File: src/rtl/rxq_pkg.sv
// Package: shared defaults and types for the receive holding queue.
// Assumes byte-wide characters unless the top overrides DW.
package rxq_pkg;
    localparam int RXQ_DW    = 8;
    localparam int RXQ_DEPTH = 4;

    // Source of the character written this cycle.
    typedef enum logic {
        WSRC_DATA  = 1'b0,
        WSRC_BREAK = 1'b1
    } rxq_wsrc_e;
endpackage

File: src/rtl/rxq_ctrl.sv
// Module: rxq_ctrl
// Tracks occupancy and the break-change flag. It decides per cycle whether
// the queue shifts (pop), where a new character lands and whether it comes
// from the data port or is a break zero.
// Assumes: rx_reset dominates; pop is applied before push; a break on a
// full queue without a pop overwrites the newest slot.
module rxq_ctrl
    import rxq_pkg::*;
#(
    parameter int DEPTH = RXQ_DEPTH,
    localparam int CW   = $clog2(DEPTH + 1),
    localparam int IW   = (DEPTH > 1) ? $clog2(DEPTH) : 1
) (
    input  logic          clk,
    input  logic          rst_n,
    input  logic          rx_enable,
    input  logic          push_valid,
    input  logic          brk_event,
    input  logic          brk_ack,
    input  logic          pop,
    input  logic          rx_reset,
    output logic          push_ready,
    output logic          do_shift,
    output logic          wr_en,
    output rxq_wsrc_e     wr_src,
    output logic [IW-1:0] wr_idx,
    output logic          rx_ready,
    output logic          q_full,
    output logic          brk_flag
);
    localparam logic [CW-1:0] CNT_MAX = CW'(DEPTH);
    localparam logic [CW-1:0] CNT_ONE = CW'(1);

    logic [CW-1:0] cnt_q;
    logic [CW-1:0] cnt_after_pop;
    logic [CW-1:0] cnt_d;
    logic          take_data;

    // Status decoded from occupancy.
    assign rx_ready   = (cnt_q != '0);
    assign q_full     = (cnt_q == CNT_MAX);
    assign push_ready = rx_enable && !q_full && !brk_event;
    assign take_data  = push_valid && push_ready;

    // Next occupancy and write slot: pop first, then append or overwrite.
    always_comb begin
        do_shift      = 1'b0;
        wr_en         = 1'b0;
        wr_src        = brk_event ? WSRC_BREAK : WSRC_DATA;
        wr_idx        = '0;
        cnt_after_pop = cnt_q;
        cnt_d         = cnt_q;
        if (rx_reset) begin
            cnt_d = '0;
        end else begin
            if (pop && rx_ready) begin
                do_shift      = 1'b1;
                cnt_after_pop = cnt_q - CNT_ONE;
            end
            cnt_d = cnt_after_pop;
            if (brk_event || take_data) begin
                wr_en = 1'b1;
                if (cnt_after_pop == CNT_MAX) begin
                    wr_idx = IW'(DEPTH - 1);
                end else begin
                    wr_idx = cnt_after_pop[IW-1:0];
                    cnt_d  = cnt_after_pop + CNT_ONE;
                end
            end
        end
    end

    // Occupancy register.
    always_ff @(posedge clk) begin
        if (!rst_n) cnt_q <= '0;
        else        cnt_q <= cnt_d;
    end

    // Sticky break-change flag; a new break outranks the acknowledge.
    always_ff @(posedge clk) begin
        if (!rst_n)         brk_flag <= 1'b0;
        else if (brk_event) brk_flag <= 1'b1;
        else if (brk_ack)   brk_flag <= 1'b0;
    end

    // occupancy never exceeds the depth
    p_no_overflow_r1: assert property (@(posedge clk) disable iff (!rst_n)
        cnt_q <= CNT_MAX);
    // no data acceptance while full
    p_full_blocks_r2: assert property (@(posedge clk) disable iff (!rst_n)
        q_full |-> !push_ready);
    // break raises the flag
    p_brk_sets_r4: assert property (@(posedge clk) disable iff (!rst_n)
        brk_event |=> brk_flag);
    // break on full without pop keeps the queue full
    p_brk_full_r5: assert property (@(posedge clk) disable iff (!rst_n)
        (q_full && brk_event && !pop && !rx_reset) |=> q_full);
    // receiver reset empties the queue
    p_rxreset_r9: assert property (@(posedge clk) disable iff (!rst_n)
        rx_reset |=> !rx_ready);
    // receiver reset leaves the flag alone
    p_flag_keep_r10: assert property (@(posedge clk) disable iff (!rst_n)
        (rx_reset && !brk_event && !brk_ack) |=> $stable(brk_flag));
endmodule

File: src/rtl/rxq_store.sv
// Module: rxq_store
// Shifting character storage plus the read-data register. A shift moves
// every slot one toward the head (slot 0); the top slot fills with zero.
// The write slot index is relative to the post-shift layout.
// Assumes: do_shift is only asserted when slot 0 holds a valid character.
module rxq_store
    import rxq_pkg::*;
#(
    parameter int DW    = RXQ_DW,
    parameter int DEPTH = RXQ_DEPTH,
    localparam int IW   = (DEPTH > 1) ? $clog2(DEPTH) : 1
) (
    input  logic          clk,
    input  logic          rst_n,
    input  logic          rx_reset,
    input  logic          do_shift,
    input  logic          wr_en,
    input  rxq_wsrc_e     wr_src,
    input  logic [IW-1:0] wr_idx,
    input  logic [DW-1:0] push_data,
    output logic [DW-1:0] rd_data
);
    logic [DW-1:0] slot_q [DEPTH];
    logic [DW-1:0] wr_val;

    // Break characters are stored as zero.
    assign wr_val = (wr_src == WSRC_BREAK) ? '0 : push_data;

    for (genvar i = 0; i < DEPTH; i++) begin : g_slot
        logic [DW-1:0] above;
        if (i == DEPTH - 1) begin : g_top
            assign above = '0;
        end else begin : g_mid
            assign above = slot_q[i+1];
        end

        // One slot: clear, shift down, then optional write.
        always_ff @(posedge clk) begin
            if (!rst_n || rx_reset) begin
                slot_q[i] <= '0;
            end else if (wr_en && wr_idx == IW'(i)) begin
                slot_q[i] <= wr_val;
            end else if (do_shift) begin
                slot_q[i] <= above;
            end
        end
    end

    // Read-data holder: captures the head on each successful pop.
    always_ff @(posedge clk) begin
        if (!rst_n)                     rd_data <= '0;
        else if (do_shift && !rx_reset) rd_data <= slot_q[0];
    end

    // without a shift the read data holds
    p_rd_hold_r8: assert property (@(posedge clk) disable iff (!rst_n)
        !do_shift |=> $stable(rd_data));
endmodule

File: src/rtl/rx_hold_queue.sv
// Module: rx_hold_queue (top)
// Receive holding queue with break insertion. Joins the occupancy/flag
// controller and the shifting storage.
// Assumes: a single clock, synchronous active-low reset, and a pop strobe
// of one cycle per host read.
module rx_hold_queue
    import rxq_pkg::*;
#(
    parameter int DW    = RXQ_DW,
    parameter int DEPTH = RXQ_DEPTH,
    localparam int IW   = (DEPTH > 1) ? $clog2(DEPTH) : 1
) (
    input  logic          clk,
    input  logic          rst_n,
    input  logic          rx_enable,
    input  logic          push_valid,
    input  logic [DW-1:0] push_data,
    output logic          push_ready,
    input  logic          brk_event,
    input  logic          brk_ack,
    input  logic          pop,
    input  logic          rx_reset,
    output logic [DW-1:0] rd_data,
    output logic          rx_ready,
    output logic          q_full,
    output logic          brk_flag
);
    logic          do_shift;
    logic          wr_en;
    rxq_wsrc_e     wr_src;
    logic [IW-1:0] wr_idx;

    rxq_ctrl #(.DEPTH(DEPTH)) u_ctrl (
        .clk        (clk),
        .rst_n      (rst_n),
        .rx_enable  (rx_enable),
        .push_valid (push_valid),
        .brk_event  (brk_event),
        .brk_ack    (brk_ack),
        .pop        (pop),
        .rx_reset   (rx_reset),
        .push_ready (push_ready),
        .do_shift   (do_shift),
        .wr_en      (wr_en),
        .wr_src     (wr_src),
        .wr_idx     (wr_idx),
        .rx_ready   (rx_ready),
        .q_full     (q_full),
        .brk_flag   (brk_flag)
    );

    rxq_store #(.DW(DW), .DEPTH(DEPTH)) u_store (
        .clk       (clk),
        .rst_n     (rst_n),
        .rx_reset  (rx_reset),
        .do_shift  (do_shift),
        .wr_en     (wr_en),
        .wr_src    (wr_src),
        .wr_idx    (wr_idx),
        .push_data (push_data),
        .rd_data   (rd_data)
    );

    // an empty queue never shifts
    p_no_underflow_r6: assert property (@(posedge clk) disable iff (!rst_n)
        (!rx_ready && !wr_en) |=> !rx_ready);
    // full implies ready
    p_full_ready_r3: assert property (@(posedge clk) disable iff (!rst_n)
        q_full |-> rx_ready);
endmodule

File: config.mk
export PLATFORM = sky130hd
export DESIGN_NAME = rx_hold_queue
export DESIGN_NICKNAME = d
export VERILOG_FILES = /design/src/rtl/rxq_pkg.sv /design/src/rtl/rxq_ctrl.sv /design/src/rtl/rxq_store.sv /design/src/rtl/rx_hold_queue.sv
export SDC_FILE = /design/constraint.sdc
export NUM_CORES = 1
export LEC_CHECK = 0
export ABC_AREA = 1
export BUFFER_PORTS_ARGS = -buffer_cell sky130_fd_sc_hd__buf_2
export CAP_MARGIN = 20
export CORE_MARGIN = 5
export CORE_UTILIZATION = 61
export CTS_BUF_LIST = sky130_fd_sc_hd__clkbuf_16
export CTS_CLUSTER_DIAMETER = 30
export DETAILED_ROUTE_END_ITERATION = 7
export GPL_TIMING_DRIVEN = 1
export PLACE_DENSITY = 0.83
export SYNTH_ARGS = -nofsm -noshare
export SYNTH_HDL_FRONTEND = slang
export SYNTH_HIERARCHICAL = 1
export SYNTH_SLANG_ARGS = --single-unit
export TNS_END_PERCENT = 5
File: constraint.sdc
create_clock -name clk -period 4.3 [get_ports clk]
set_clock_uncertainty 0.1 [all_clocks]
set_input_delay 0.645 -clock clk [delete_from_list [all_inputs] [get_ports clk]]
set_output_delay 0.645 -clock clk [all_outputs]
set_load 0.01 [all_outputs]
* Word-level counts from Yosys, hierarchy flattened
Memory sizes are Yosys's and may differ from the RTL's. A register that Yosys moved wholly into a read port is not among the register bits. Index checks and enable logic that the tools add are counted. W data, S select, Z words.
Word-level totals: bits in registers 4, memory bits (writable) 32, input port bits 16, output and inout port bits 12, logic and storage cells 89, memories 1
Operators by class: add/subtract/negate cells 2, eq/ne operators 5, mux-type cells 50, bitwise gates (word level) 9, reduce and logical (&&, ||, !) cells 20
Memory list:
- u_store.slot_q | words 4, width 8, read ports 4, clocked after memory_dff 1, write ports 4, RTL line rxq_store.sv:23 | logic [DW-1:0] slot_q [DEPTH];
Operators with widths (count):
- $mux W8 | 9
- $mux W1 | 34
- $mux W3 | 4
- $logic_and A1 B1 Y1 | 9
- $or A1 B1 Y1 | 8
- $eq A3 B3 Y1 const B | 2
- $mux W2 | 3
- $logic_not A1 Y1 | 5
- $eq A2 B2 Y1 const B | 2
- $add A3 B1 Y3 const B | 1
- $reduce_bool A3 Y1 | 1
- $sub A3 B1 Y3 const B | 1
- $eq A2 B1 Y1 const B | 1
- $logic_not A2 Y1 | 1
- $logic_or A1 B1 Y1 | 2
- $reduce_bool A2 Y1 | 1
- $reduce_or A2 Y1 | 1
- $not A1 Y1 | 1

* Depth between registers and ports, before layout
depth in word-level cells 15, depth in mapped cells 16, depth with buffers taken out 15

* Modules after synthesis
The synthesis kept the hierarchy.
By module, submodules not included:
- rxq_store | times used 1, cells an instance 193, area an instance 1861.8 µm², sequential area each 1121.1 µm²
- rxq_ctrl | times used 1, cells an instance 57, area an instance 372.9 µm², sequential area each 80.1 µm²

* Worst setup path after synthesis
OpenSTA, ideal clock, no wires.
path kind reg-to-reg, start point register u_ctrl.cnt_q[0], end point memory u_store/slot_q[2][0] in the netlist's numbering, enable pin, library setup time 0.300 ns, arrival time 1.998 ns, required time 3.900 ns, path slack 1.902 ns, cell stages (with the launch flop) 15, path buffers 1, clock period less this slack 2.398 ns, path through dfxtp_1 inv_1 ha_1 nand2_4 nand2_2 nand2_2 nand2_2 inv_2 nand3_2 ha_1 nor2_1 inv_1 nand3_1 buf_2 nand2_1
RTL lines:
- from (decl) | RTL line rxq_ctrl.sv:34 | logic [CW-1:0] cnt_q;
- from (signal assigned) | RTL line rxq_ctrl.sv:76 | else cnt_q <= cnt_d;
- to (decl) | RTL line rxq_store.sv:23

==> results.json <==
{
  "outcome": "finished clean",
  "layout_setup_ws_ns": 1.61,
  "final_hold_viol_count": 0,
  "cts_buffers": 5,
  "clockBufferDepth": 2,
  "max_freq_mhz": 372,
  "postSynthAreaPerCell_um2": 8.94,
  "power_density_mw_per_mm2": 404,
  "diodes": 0,
  "drt_iter0_drc": 89,
  "drv_slew": 0,
  "die_width_um": 70.5,
  "start_kind": "register",
  "cts_sinks": 44,
  "worst_r2r_endpoint": "u_store/slot_q[2][1]",
  "gr-total-overflow": 0,
  "critPathKind": "register to register",
  "yosysSeqAreaShare": 0.538,
  "multi_input_area_um2": 862,
  "grt_pass1_wl_um": 6170,
  "synth-seq-cells": 44,
  "cts.clk_slew.worst_paths_ns": 0.06,
  "route.detailed.drc": 0,
  "ir_drop_mv": 0.224,
  "worstMarginPinSlew_ns": 0.541,
  "dieHeight_um": 70.5,
  "whs_ns": 0.367,
  "area_delta_synth_final_pct": 13.6,
  "wire_per_inst_um": 11.1,
  "drive_above_1_share": 0.233,
  "crit_start": "u_ctrl/cnt_q[0]",
  "finalSetupViolCount": 0,
  "endpoint": "u_store/slot_q[2][1]",
  "r2r_slack_ns": 1.61,
  "nFillCells": 290,
  "cts_root_buf": "clkbuf_16",
  "synth_top_area_cell": "edfxtp_1",
  "grt_antenna_before_repair": 0,
  "ios": 28,
  "initial_core_util": 0.620,
  "hold_start": "u_ctrl/brk_flag",
  "dieArea_mm2": 0.00497,
  "dpl_worst_slack_ns": 1.54,
  "postSynthCellCount": 250,
  "crit_path_max_fanout": 13,
  "cts_tree": "yes",
  "ff_latch_area_mm2": 0.00120,
  "first_pass_iters": 4,
  "reg2reg_from": "u_ctrl/cnt_q[0]",
  "synth_top_area_frac": 0.430,
  "rsz0062_at_grt": "false",
  "grt_max_degree": 27,
  "vias_per_cell": 5.03,
  "core_area_mm2": 0.00361,
  "final_common_cell": "nand2_1",
  "gp_congestion": 0.763,
  "dpl.hpwl_um": 2730,
  "finalCritPeriodShare": 0.625,
  "hold_path_class": "register to register",
  "syn_nets": 269,
  "slew_headroom": 0.638,
  "drtAntennaViolNets": 0,
  "synth_cell_types": 24,
  "dr_total_vias": 1644,
  "grt_pass1_vias": 1455,
  "wl_um": 3620,
  "cts_setup_buffers": 0,
  "required_ns": 4.16,
  "period_minus_slack_ns": 2.69,
  "layout.nets": 297,
  "synth_area_leaders": "edfxtp_1 43%, dfxtp_1 11%, nand2_1 10%",
  "syn-cell-area_mm2": 0.00223,
  "endpoint_kind": "register",
  "io_buffers": 27,
  "yosys_warnings": 6,
  "tns_ns": 0,
  "holdPathStages": 2,
  "final_cell_mix": "62 x nand2_1, 34 x nor2_1, 32 x edfxtp_1, 29 x nand3_1, 27 x buf_2",
  "ctsResizeCount": 0,
  "cts_max_level": 2,
  "cp_data_arrival_time_ns": 2.55,
  "cts_hold_buffers": 0,
  "p_leak_nw": 1.18,
  "p_total_mw": 1.03,
  "drv_cap": 0,
  "rows": 22,
  "ff2ff_path_depth": 10,
  "grtUsageTotal": 0.158,
  "clk_latency_ns": 0.29
}
==> worst max-delay path, stage by stage, from the launching register on <==
cell and delay, ns:
dfxtp_1 0.34, inv_1 0.07, ha_1 0.26, nand2_2 0.12, nand3_1 0.08, nand2_2 0.11
inv_1 0.04, or2_1 0.23, a21oi_1 0.23, nand3_1 0.38, nand2_1 0.40
==> through the flow <==
stage,area (um2),util,std cells
final,2540,0.704,327
after global routing,2540,0.704,327
after global placement,2370,0.658,319
after floorplan,2230,-,250
after detailed placement,2370,0.658,319
after CTS,2540,0.704,327
==> power breakdown <==
group / switching, mW / internal (mW)
Sequential: 0.00805 / 0.481
Combinational: 0.0833 / 0.0385
Clock: 0.163 / 0.252
==> synthesized netlist by cell type <==
library cell	number
nand2_1	62
nor2_1	34
edfxtp_1	32
nand3_1	29
inv_1	23
dfxtp_1	12
nand2_2	9
o21ai_0	8
a21oi_1	7
inv_2	5
buf_6	4
nor2_2	4
nor2_4	4
ha_1	3
nand3_2	3
nor3_4	2
or2_1	2
buf_2	1
buf_4	1
clkinv_4	1
nand2_4	1
nand2_8	1
nand4_1	1
o21ai_1	1
==> cells by family after synthesis <==
| group | count (synthesis) | synth area share |
|---|---|---|
| AO/OA/AOI/OAI | 16 | 0.0358 |
| flip-flops | 44 | 0.538 |
| adder cells (fa/ha/maj) | 3 | 0.0168 |
| buffers and inverters | 35 | 0.0767 |
| AND/OR/NAND/NOR | 152 | 0.333 |
==> registers in the layout, summed over array words and instances, names as in the netlist <==
signal and count:
u_store/rd_data 8, u_store/slot_q 32, u_ctrl/brk_flag 1, u_ctrl/cnt_q 3
==> per-layer routing <==
| metal | track usage | part of all wire |
|---|---|---|
| met1 | 0.185 | 0.44 |
| met2 | 0.269 | 0.48 |
| met3 | 0.0360 | 0.072 |
| met4 | 0.0787 | 0.0069 |
| met5 | 0 | 0 |
==> area by class of cell <==
cell class	count	area share
Sequential cell	44	0.473
Inverter	29	0.0448
Tap cell	48	0.0237
Clock buffer	6	0.0591
Multi-Input combinational cell	171	0.340
Timing Repair Buffer	27	0.0532
Clock inverter	2	0.00641
==> how the worst min path moves through the flow <==
stage | slack [ns] | endpoint
detailed placement | 0.36 | u_ctrl/brk_flag
global route | 0.38 | u_ctrl/brk_flag
global placement | 0.35 | u_ctrl/brk_flag
CTS | 0.37 | u_ctrl/brk_flag
finish | 0.37 | u_ctrl/brk_flag
floorplan | 0.37 | u_store/rd_data[0]
No activity file was read; power rests on OpenSTA's default activity.
